==> config.mk <==
export PLATFORM = sky130hd
export DESIGN_NAME = gpio_lvl_irq
export DESIGN_NICKNAME = d
export VERILOG_FILES = /design/src/rtl/gpio_lvl_pkg.sv /design/src/rtl/gpio_lvl_ctrl.sv /design/src/rtl/gpio_lvl_dpath.sv /design/src/rtl/gpio_lvl_irq.sv
export SDC_FILE = /design/constraint.sdc
export NUM_CORES = 1
export LEC_CHECK = 0
export BUFFER_PORTS_ARGS = -buffer_cell sky130_fd_sc_hd__buf_2
export CAP_MARGIN = 10
export CORE_MARGIN = 2
export CORE_UTILIZATION = 60
export DETAILED_ROUTE_END_ITERATION = 10
export GPL_TIMING_DRIVEN = 0
export PLACE_DENSITY_LB_ADDON = 0.25
export SLEW_MARGIN = 20
export SYNTH_ARGS = -nofsm -noshare
export SYNTH_HDL_FRONTEND = slang
export SYNTH_HIERARCHICAL = 1
export SYNTH_SLANG_ARGS = --single-unit
==> constraint.sdc <==
create_clock -name clk -period 7.4 [get_ports clk]
set_input_delay 2.22 -clock clk [delete_from_list [all_inputs] [get_ports clk]]
set_output_delay 2.22 -clock clk [all_outputs]
set_load 0.02 [all_outputs]
==> src/rtl/gpio_lvl_pkg.sv <==
`timescale 1ns/1ps
package gpio_lvl_pkg;

  localparam int OFS_OUT    = 'h00;
  localparam int OFS_OE     = 'h04;
  localparam int OFS_IN     = 'h08;
  localparam int OFS_STAT   = 'h0C;
  localparam int OFS_TYPELO = 'h10;
  localparam int OFS_EN     = 'h14;
  localparam int OFS_TYPEHI = 'h18;
  localparam int OFS_MUX    = 'h1C;

  typedef enum logic [3:0] {
    SEL_NONE, SEL_OUT, SEL_OE, SEL_IN, SEL_STAT,
    SEL_TYPELO, SEL_EN, SEL_TYPEHI, SEL_MUX
  } rdSel_e;

  typedef struct packed {
    logic   wrOut;
    logic   wrOe;
    logic   wrStat;
    logic   wrTypeLo;
    logic   wrEn;
    logic   wrTypeHi;
    logic   wrMux;
    rdSel_e rdSel;
  } regStrobe_t;

endpackage

==> src/rtl/gpio_lvl_ctrl.sv <==
`timescale 1ns/1ps
module gpio_lvl_ctrl
  import gpio_lvl_pkg::*;
#(
  parameter int ADDR_W = 8
) (
  input  logic              clk,
  input  logic              rstN,
  input  logic [ADDR_W-1:0] regAddr,
  input  logic              regWrEn,
  output regStrobe_t        strb
);

  always_comb begin
    strb       = '0;
    strb.rdSel = SEL_NONE;
    case (regAddr)
      ADDR_W'(OFS_OUT): begin
        strb.rdSel = SEL_OUT;
        strb.wrOut = regWrEn;
      end
      ADDR_W'(OFS_OE): begin
        strb.rdSel = SEL_OE;
        strb.wrOe  = regWrEn;
      end
      ADDR_W'(OFS_IN): begin
        strb.rdSel = SEL_IN;
      end
      ADDR_W'(OFS_STAT): begin
        strb.rdSel  = SEL_STAT;
        strb.wrStat = regWrEn;
      end
      ADDR_W'(OFS_TYPELO): begin
        strb.rdSel    = SEL_TYPELO;
        strb.wrTypeLo = regWrEn;
      end
      ADDR_W'(OFS_EN): begin
        strb.rdSel = SEL_EN;
        strb.wrEn  = regWrEn;
      end
      ADDR_W'(OFS_TYPEHI): begin
        strb.rdSel    = SEL_TYPEHI;
        strb.wrTypeHi = regWrEn;
      end
      ADDR_W'(OFS_MUX): begin
        strb.rdSel = SEL_MUX;
        strb.wrMux = regWrEn;
      end
      default: ;
    endcase
  end

  logic [6:0] wrVec;
  assign wrVec = {strb.wrOut, strb.wrOe, strb.wrStat, strb.wrTypeLo,
                  strb.wrEn, strb.wrTypeHi, strb.wrMux};

  // at most one register is written, and none without the write strobe
  p_one_write_r9: assert property (@(posedge clk) disable iff (!rstN)
    $onehot0(wrVec));
  p_no_stray_write_r9: assert property (@(posedge clk) disable iff (!rstN)
    !regWrEn |-> (wrVec == '0));

endmodule

==> src/rtl/gpio_lvl_dpath.sv <==
`timescale 1ns/1ps
module gpio_lvl_dpath
  import gpio_lvl_pkg::*;
#(
  parameter int NUM_PINS = 12,
  parameter int DATA_W   = 32
) (
  input  logic                clk,
  input  logic                rstN,
  input  regStrobe_t          strb,
  input  logic [DATA_W-1:0]   wrData,
  input  logic [NUM_PINS-1:0] padIn,
  output logic [DATA_W-1:0]   rdData,
  output logic [NUM_PINS-1:0] padOut,
  output logic [NUM_PINS-1:0] padOe,
  output logic [DATA_W-1:0]   muxCtl,
  output logic                irqOut
);

  localparam int POL_STRIDE    = 4;
  localparam int PINS_PER_TYPE = DATA_W / POL_STRIDE;

  logic [NUM_PINS-1:0] outQ, oeQ, enQ, statQ;
  logic [NUM_PINS-1:0] syncA, syncB;
  logic [DATA_W-1:0]   typeLoQ, typeHiQ, muxQ;
  logic [NUM_PINS-1:0] polLow, activeVec, clrVec;

  // two-flop input synchronizer
  always_ff @(posedge clk) begin
    if (!rstN) begin
      syncA <= '0;
      syncB <= '0;
    end else begin
      syncA <= padIn;
      syncB <= syncA;
    end
  end

  // plain read/write registers
  always_ff @(posedge clk) begin
    if (!rstN) begin
      outQ    <= '0;
      oeQ     <= '0;
      enQ     <= '0;
      typeLoQ <= '0;
      typeHiQ <= '0;
      muxQ    <= '0;
    end else begin
      if (strb.wrOut)    outQ    <= wrData[NUM_PINS-1:0];
      if (strb.wrOe)     oeQ     <= wrData[NUM_PINS-1:0];
      if (strb.wrEn)     enQ     <= wrData[NUM_PINS-1:0];
      if (strb.wrTypeLo) typeLoQ <= wrData;
      if (strb.wrTypeHi) typeHiQ <= wrData;
      if (strb.wrMux)    muxQ    <= wrData;
    end
  end

  // polarity select: one bit per pin at a fixed stride, split over two words
  for (genvar p = 0; p < NUM_PINS; p++) begin : g_pol
    if (p < PINS_PER_TYPE) begin : g_lo
      assign polLow[p] = typeLoQ[POL_STRIDE*p];
    end else begin : g_hi
      assign polLow[p] = typeHiQ[POL_STRIDE*(p-PINS_PER_TYPE)];
    end
  end

  assign activeVec = syncB ^ polLow;
  assign clrVec    = strb.wrStat ? wrData[NUM_PINS-1:0] : '0;

  // level-latched status; clear has priority on the edge it is written
  always_ff @(posedge clk) begin
    if (!rstN) statQ <= '0;
    else       statQ <= (statQ | activeVec) & ~clrVec;
  end

  assign irqOut = |(statQ & enQ);
  assign padOut = outQ;
  assign padOe  = oeQ;
  assign muxCtl = muxQ;

  always_comb begin
    case (strb.rdSel)
      SEL_OUT:    rdData = DATA_W'(outQ);
      SEL_OE:     rdData = DATA_W'(oeQ);
      SEL_IN:     rdData = DATA_W'(syncB);
      SEL_STAT:   rdData = DATA_W'(statQ);
      SEL_TYPELO: rdData = typeLoQ;
      SEL_EN:     rdData = DATA_W'(enQ);
      SEL_TYPEHI: rdData = typeHiQ;
      SEL_MUX:    rdData = muxQ;
      default:    rdData = '0;
    endcase
  end

  for (genvar i = 0; i < NUM_PINS; i++) begin : g_chk
    p_w1c_clear_r5: assert property (@(posedge clk) disable iff (!rstN)
      clrVec[i] |=> !statQ[i]);
    p_w1c_hold_r5: assert property (@(posedge clk) disable iff (!rstN)
      (statQ[i] && !clrVec[i]) |=> statQ[i]);
    p_level_set_r6: assert property (@(posedge clk) disable iff (!rstN)
      (activeVec[i] && !clrVec[i]) |=> statQ[i]);
  end

  p_oe_hold_r2: assert property (@(posedge clk) disable iff (!rstN)
    !strb.wrOe |=> $stable(oeQ));
  p_irq_drop_r7: assert property (@(posedge clk) disable iff (!rstN)
    $fell(irqOut) |-> $past(strb.wrStat || strb.wrEn));
  p_mux_hold_r8: assert property (@(posedge clk) disable iff (!rstN)
    !strb.wrMux |=> $stable(muxQ));

endmodule

==> src/rtl/gpio_lvl_irq.sv <==
`timescale 1ns/1ps
module gpio_lvl_irq
  import gpio_lvl_pkg::*;
#(
  parameter int NUM_PINS = 12,
  parameter int DATA_W   = 32,
  parameter int ADDR_W   = 8
) (
  input  logic                clk,
  input  logic                rstN,
  input  logic [ADDR_W-1:0]   regAddr,
  input  logic                regWrEn,
  input  logic [DATA_W-1:0]   regWrData,
  output logic [DATA_W-1:0]   regRdData,
  input  logic [NUM_PINS-1:0] padIn,
  output logic [NUM_PINS-1:0] padOut,
  output logic [NUM_PINS-1:0] padOe,
  output logic [DATA_W-1:0]   muxCtl,
  output logic                irqOut
);

  regStrobe_t strb;

  gpio_lvl_ctrl #(.ADDR_W(ADDR_W)) ctrl_i (
    .clk     (clk),
    .rstN    (rstN),
    .regAddr (regAddr),
    .regWrEn (regWrEn),
    .strb    (strb)
  );

  gpio_lvl_dpath #(.NUM_PINS(NUM_PINS), .DATA_W(DATA_W)) dpath_i (
    .clk    (clk),
    .rstN   (rstN),
    .strb   (strb),
    .wrData (regWrData),
    .padIn  (padIn),
    .rdData (regRdData),
    .padOut (padOut),
    .padOe  (padOe),
    .muxCtl (muxCtl),
    .irqOut (irqOut)
  );

  // nothing is driven or signalled while reset holds
  p_reset_quiet_r1: assert property (@(posedge clk)
    !rstN |=> (padOe == '0 && !irqOut && muxCtl == '0));

endmodule

==> results.ini, run 1 <==
[status]
outcome=complete, no violations

[critical_path]
critPathLaunchType=input port
worstPathRequired_ns=5.18
max_stage_delay_ns=0.59
path_class=input port to output pin
worstPathArrival_ns=4.88
worst-r2r-setup-slack_ns=6.53
critical_path.slowest_cell=or4b_4
crit_chain=buf_2 > or4b_4 > nor4_1 > buf_4 > nand3b_1 > buf_4 > nor2_1 > or4_1 > buf_2
end_kind=output pin
crit_fanout=10

[global_routing]
grt_overflow=0
antenna_found_initial=1
grt_pass1_wl_microns=32500
grt_max_degree=17
grt_pass1_vias=6145
track_usage=0.293

[route]
drtIter0Drc=621
wirelength_microns=20400
vias=6349
ant_nets=0
wl_per_cell_microns=18.2
drc=0
dr.pass1.iters=6
via_per_inst=5.67

[clock_tree]
clockBufferDepth=2
clk_latency_ns=0.43
cts_root_buf=clkbuf_16
cts.sinks=168
clk_pin_slew_ns=0.06
htreeDepth=4
cts_tree=done
post-cts-setup-buffer-count=0
numCtsBuffers=17
ctsHoldBuffers=0
post_cts_resized=0

[timing]
tightest_slew_ns=0.757
setup_viol=0
fmax_mhz=141
tns_ns=0
slew_viol_final=0
timing.final.crit_share=0.959
hold_viol=0
fin_crit_ns=7.10
relSlewSlack=0.491
layout_setup_ws_ns=0.304
fin_worst_skew_ns=0.00827
rsz0062_at_grt=no

[floorplan]
num_rows=41
core_sq_um=12700
die_h_microns=118
start_util=0.615
io_pins=144
die_area_sq_um=13900
dieWidth_microns=118

[power_and_ir_drop]
p_leak_nw=3.67
p_per_area_nw_per_um2=197
ir_drop_mv=0.169

[logic_synthesis]
ys_types=37
synth_compound_area_frac=0.0735
syn_inst=776
synth_top_area_frac=0.432
synth-edff-count=0
synthAdderAreaFrac=0
ys_seq_area_frac=0.432
synth-xor-area-share=0.0146
async_flop_share=0
netlist_area_sq_um=7790
synth_ff_type=dfxtp_1
syn_avg_cell_area_sq_um=10.0
synth.most_common_cell=dfxtp_1
synthMuxAreaShare=0.185
synth_top_family_by_area=simple AND/OR/NAND/NOR gates
syn_nets=831
ys_seq_elements=168
yosys-top-cells-count=dfxtp_1 (168), mux2i_1 (144), nor2b_1 (132), nand3b_1 (74), a21oi_1 (36)
post_synth_main_area_contributors=dfxtp_1 (43%), mux2i_1 (18%), nor2b_1 (11%)
synth_top_area_cell=dfxtp_1
synth-simple-area-share=0.243
ys_warn_count=6

[final_layout]
final_cell_area_sq_um=9260
fillers=1008
antenna_cells=0
area_growth_pct=18.8
drive_gt1_frac=0.228
layoutNonFillerInstCount=1120
finalNetCount=990

[placed_design]
dpl.cell_count=1088
port_buffers=140
pre_cts_ws_ns=0.153
place_congestion=0.943
dpl.hpwl_microns=14900
place_area_sq_um=8710

[hold_path]
hp-class=flop to flop

[flow_run]
max_cap_viol_count=0

[sequential cells by signal, summed over array words and instances, names as in the netlist]
register and cells:
dpath_i/statQ 12, dpath_i/syncB 12, dpath_i/enQ 12, dpath_i/muxCtl 32
dpath_i/padOut 12, dpath_i/typeLoQ 32, dpath_i/syncA 12, dpath_i/padOe 12
dpath_i/typeHiQ 32
[worst max-delay path, delay by kind of cell]
| kind | cells | cell delay [ns] |
|---|---|---|
| buffers and inverters | 4 | 0.77 |
| AND/OR/NAND/NOR | 5 | 1.89 |
[layout by cell type (no fill, tap or decap), drive strengths merged]
master,n
a2111oi,1
a21bo,1
a21oi,36
a221oi,3
a222oi,20
a22o,3
and2,24
and4b,1
and4bb,1
buf,178
clkbuf,49
clkinv,4
clkinvlp,4
dfxtp,168
inv,24
mux2i,144
nand2,13
nand2b,1
nand3,1
nand3b,74
nor2,12
nor2b,132
nor3,2
nor4,7
nor4b,2
o211a,12
or2,2
or3,1
or3b,1
or4,13
or4b,1
xnor2,1
xor2,12
[cell type report]
cell class | count | area [sq um] | area share
flip-flops and latches | 168 | 3360 | 0.363
clock buffers | 21 | 450 | 0.0487
clock inverters | 11 | 91.3 | 0.00987
inverters | 21 | 78.8 | 0.00852
multi-input cells | 521 | 4030 | 0.435
well taps | 172 | 215 | 0.0232
repair buffers | 140 | 701 | 0.0757
plain buffers | 66 | 327 | 0.0353
[report_power, final]
part           leakage (nW)  internal [W]  switching [W]
logic                  2.06     0.0000366      0.0000450
clock network         0.251      0.000443       0.000372
registers              1.36      0.000915     0.00000806
[per-stage QoR]
step	hold WS, ns	power (W)	util
after global routing	0.443	0.00187	0.731
after floorplan	0.406	0.000981	-
after global placement	0.412	0.00102	0.687
after CTS	0.432	0.00182	0.730
final	0.433	0.00182	0.731
after detailed placement	0.417	0.00102	0.687
[worst paths after layout]
path,cells past startpoint,from,end
setup reg to reg,2,dpath_i/typeLoQ[24]$_SDFFE_PN0P_,dpath_i/statQ[6]$_SDFF_PN0_
setup / recovery,9,regAddr[5],regRdData[10]
hold / removal,1,dpath_i/syncA[4]$_SDFF_PN0_,dpath_i/syncB[4]$_SDFF_PN0_
hold reg to reg,1,dpath_i/syncA[4]$_SDFF_PN0_,dpath_i/syncB[4]$_SDFF_PN0_
[cell families (layout without fill, tap and decap cells)]
kind of cell	after synthesis	count (layout)
multiplexers	144	144
buffers and inverters	87	259
AO/OA/AOI/OAI	76	76
XOR/XNOR	13	13
AND/OR/NAND/NOR	288	288
flip-flops	168	168
[layer usage]
layer / track usage / share of wire / vias up
li1: - / - / 3035
met1: 0.398 / 0.45 / 2994
met2: 0.459 / 0.45 / 284
met3: 0.0640 / 0.075 / 36
met4: 0.110 / 0.022 / 0
met5: 0 / 0 / -
(Power assumes the default switching activity.)
==> run 2, diff against run 1 <==
Settings changed: CORE_UTILIZATION 60 to 30.
==> results.ini, run 2 (synthesis gave the netlist of run 1 again) <==
[hold_path]
hp-start=dpath_i/syncA[5]$_SDFF_PN0_
hold_path_depth=1  ; unchanged
hold_end=dpath_i/syncB[5]$_SDFF_PN0_
hp-class=flop to flop

[critical_path]
path_class=input port to output pin
worstPathArrival_ns=4.89  ; about the same
reg2reg_depth=2  ; unchanged
worstPathRequired_ns=5.18  ; about the same
end_kind=output pin
worst-r2r-setup-slack_ns=6.48  ; -0.05 ns
r2r-start=dpath_i/typeLoQ[16]$_SDFFE_PN0P_
critPathLaunchType=input port
crit_fanout=10  ; unchanged
r2r-end=dpath_i/statQ[4]$_SDFF_PN0_

[route]
wirelength_microns=23800  ; +17%
ant_nets=0  ; unchanged
vias=6144  ; -3.2%
wl_per_cell_microns=18.6  ; +2.2%
drtIter0Drc=466  ; -25%
drc=0  ; unchanged
dr.pass1.iters=5  ; -1
via_per_inst=4.80  ; -15%

[power_and_ir_drop]
ir_drop_mv=0.128  ; -24%
swShare=0.247  ; +0.0133
pwr-share-comb=0.044  ; about the same
clkPwrFrac=0.485  ; +0.037
p_leak_nw=3.73  ; +1.6%
p_sw_w=0.000482  ; +13%
power.internal_w=0.00147  ; +5.5%
p_seq_frac=0.472  ; -0.035
p_per_area_nw_per_um2=205  ; +4.1%

[timing]
relSlewSlack=0.426  ; -0.0650
hold_viol=0  ; unchanged
timing.final.crit_share=0.961  ; +0.00198
fin_crit_ns=7.11  ; +0.0146 ns
whs_ns=0.434  ; +0.000873 ns
tns_ns=0  ; unchanged
rsz0062_at_grt=no
fmax_mhz=141  ; -0.21%
tightest_slew_ns=0.853  ; +0.0966 ns
setup_viol=0  ; unchanged
fin_worst_skew_ns=0.0102  ; +0.00191 ns
slew_viol_final=0  ; unchanged

[clock_tree]
htreeDepth=4  ; unchanged
clockBufferDepth=2  ; unchanged
ctsHoldBuffers=0  ; unchanged
cts.sinks=168  ; unchanged
cts_tree=done
post_cts_resized=0  ; unchanged
numCtsBuffers=17  ; unchanged
cts_root_buf=clkbuf_16
post-cts-setup-buffer-count=0  ; unchanged
clk_latency_ns=0.44  ; about the same
clk_pin_slew_ns=0.07  ; about the same

[final_layout]
layout_common_cells=buf_2 (169), dfxtp_1 (168), mux2i_1 (144)
fillers=2561  ; +150%
drive_gt1_frac=0.231  ; +0.00316
area_growth_pct=22.4
finalNetCount=990  ; unchanged
layoutNonFillerInstCount=1279  ; +14%
final_common_cell=buf_2

[global_routing]
grt_max_degree=19  ; +2
track_usage=0.177  ; -0.117
grt_overflow=0  ; unchanged
grt_pass1_wl_microns=36200  ; +11%
antenna_found_initial=1  ; unchanged
grt_pass1_vias=6044  ; -1.6%

[floorplan]
io_pins=144  ; unchanged
core_sq_um=25300  ; +100%
die_h_microns=165  ; +40%
die_area_sq_um=27300  ; +96%
start_util=0.308  ; -0.307
dieWidth_microns=165  ; +40%
num_rows=58  ; +41%

[status]
outcome=complete, no violations

[placed_design]
place_congestion=0.901  ; -4.4%
dpl.cell_count=1246  ; +15%
dpl.hpwl_microns=17700  ; +19%
port_buffers=140  ; unchanged

[flow_run]
max_cap_viol_count=0  ; unchanged

-- run 2: cell types whose count changed in the layout (fill, tap and decap cells not counted), moves of 2 or more --
cell / delta
inv_8: +5
clkinv_4: -2
clkinv_8: +2
clkinvlp_4: -4
bufinv_16: +2
clkbuf_1: -3
-- run 2: per-stage QoR --
stage	worst slack, ns	total power [W]	instance area [sq um]	utilization
after global placement	0.0450	0.00103	8910	0.352
after detailed placement	0.0650	0.00103	8910	0.352
after CTS	0.0522	0.00197	9530	0.376
final	0.290	0.00195	9540	0.377
after global routing	0.179	0.00202	9540	0.377
after floorplan	0.777	0.000981	7790	-
-- run 2: per-layer routing --
| metal | up-vias | wire length, microns | track usage |
|---|---|---|---|
| li1 | 3045 | - | - |
| met1 | 2911 | 11400 | 0.238 |
| met2 | 167 | 10700 | 0.281 |
| met3 | 21 | 1270 | 0.0400 |
| met4 | 0 | 439 | 0.0545 |
| met5 | - | 0 | 0 |
-- run 2: how the worst max path moves through the flow --
stage,depth (start not counted),endpoint,from,slack (ns)
2_1_floorplan,8,regRdData[11],regAddr[2],0.78
3_3_place_gp,9,regRdData[6],regAddr[5],0.05
3_5_place_dp,9,regRdData[6],regAddr[5],0.06
4_1_cts,9,regRdData[6],regAddr[5],0.05
5_1_grt,9,regRdData[7],regAddr[5],0.18
6_report,9,regRdData[7],regAddr[5],0.29
-- run 2: worst max-delay path, cell delays in order --
cell and delay, ns:
buf_2 0.11, or4b_4 0.59, nor4_1 0.51, buf_4 0.27
nand3b_1 0.17, buf_4 0.19, nor2_1 0.08, or4_1 0.55
buf_2 0.20
-- run 2: final cells by class --
cell class / instances / area [sq um] / area share
antenna: 1 / 2.50 / 0.000262
buffer: 66 / 327 / 0.0342
clock buffer: 17 / 425 / 0.0446
clock inverter: 15 / 201 / 0.0211
inverter: 21 / 78.8 / 0.00826
multi-input combinational: 521 / 4030 / 0.422
sequential: 168 / 3360 / 0.352
tap: 330 / 413 / 0.0433
timing repair buffer: 140 / 701 / 0.0734
-- run 2: power groups by stage --
stage	Clock, W	Sequential, W	Combinational [W]
detailed placement	0	0.000942	0.0000853
finish	0.000946	0.000921	0.0000850
global placement	0	0.000942	0.0000844
global route	0.00100	0.000922	0.0000930
CTS	0.000968	0.000921	0.0000858
floorplan	0	0.000940	0.0000416
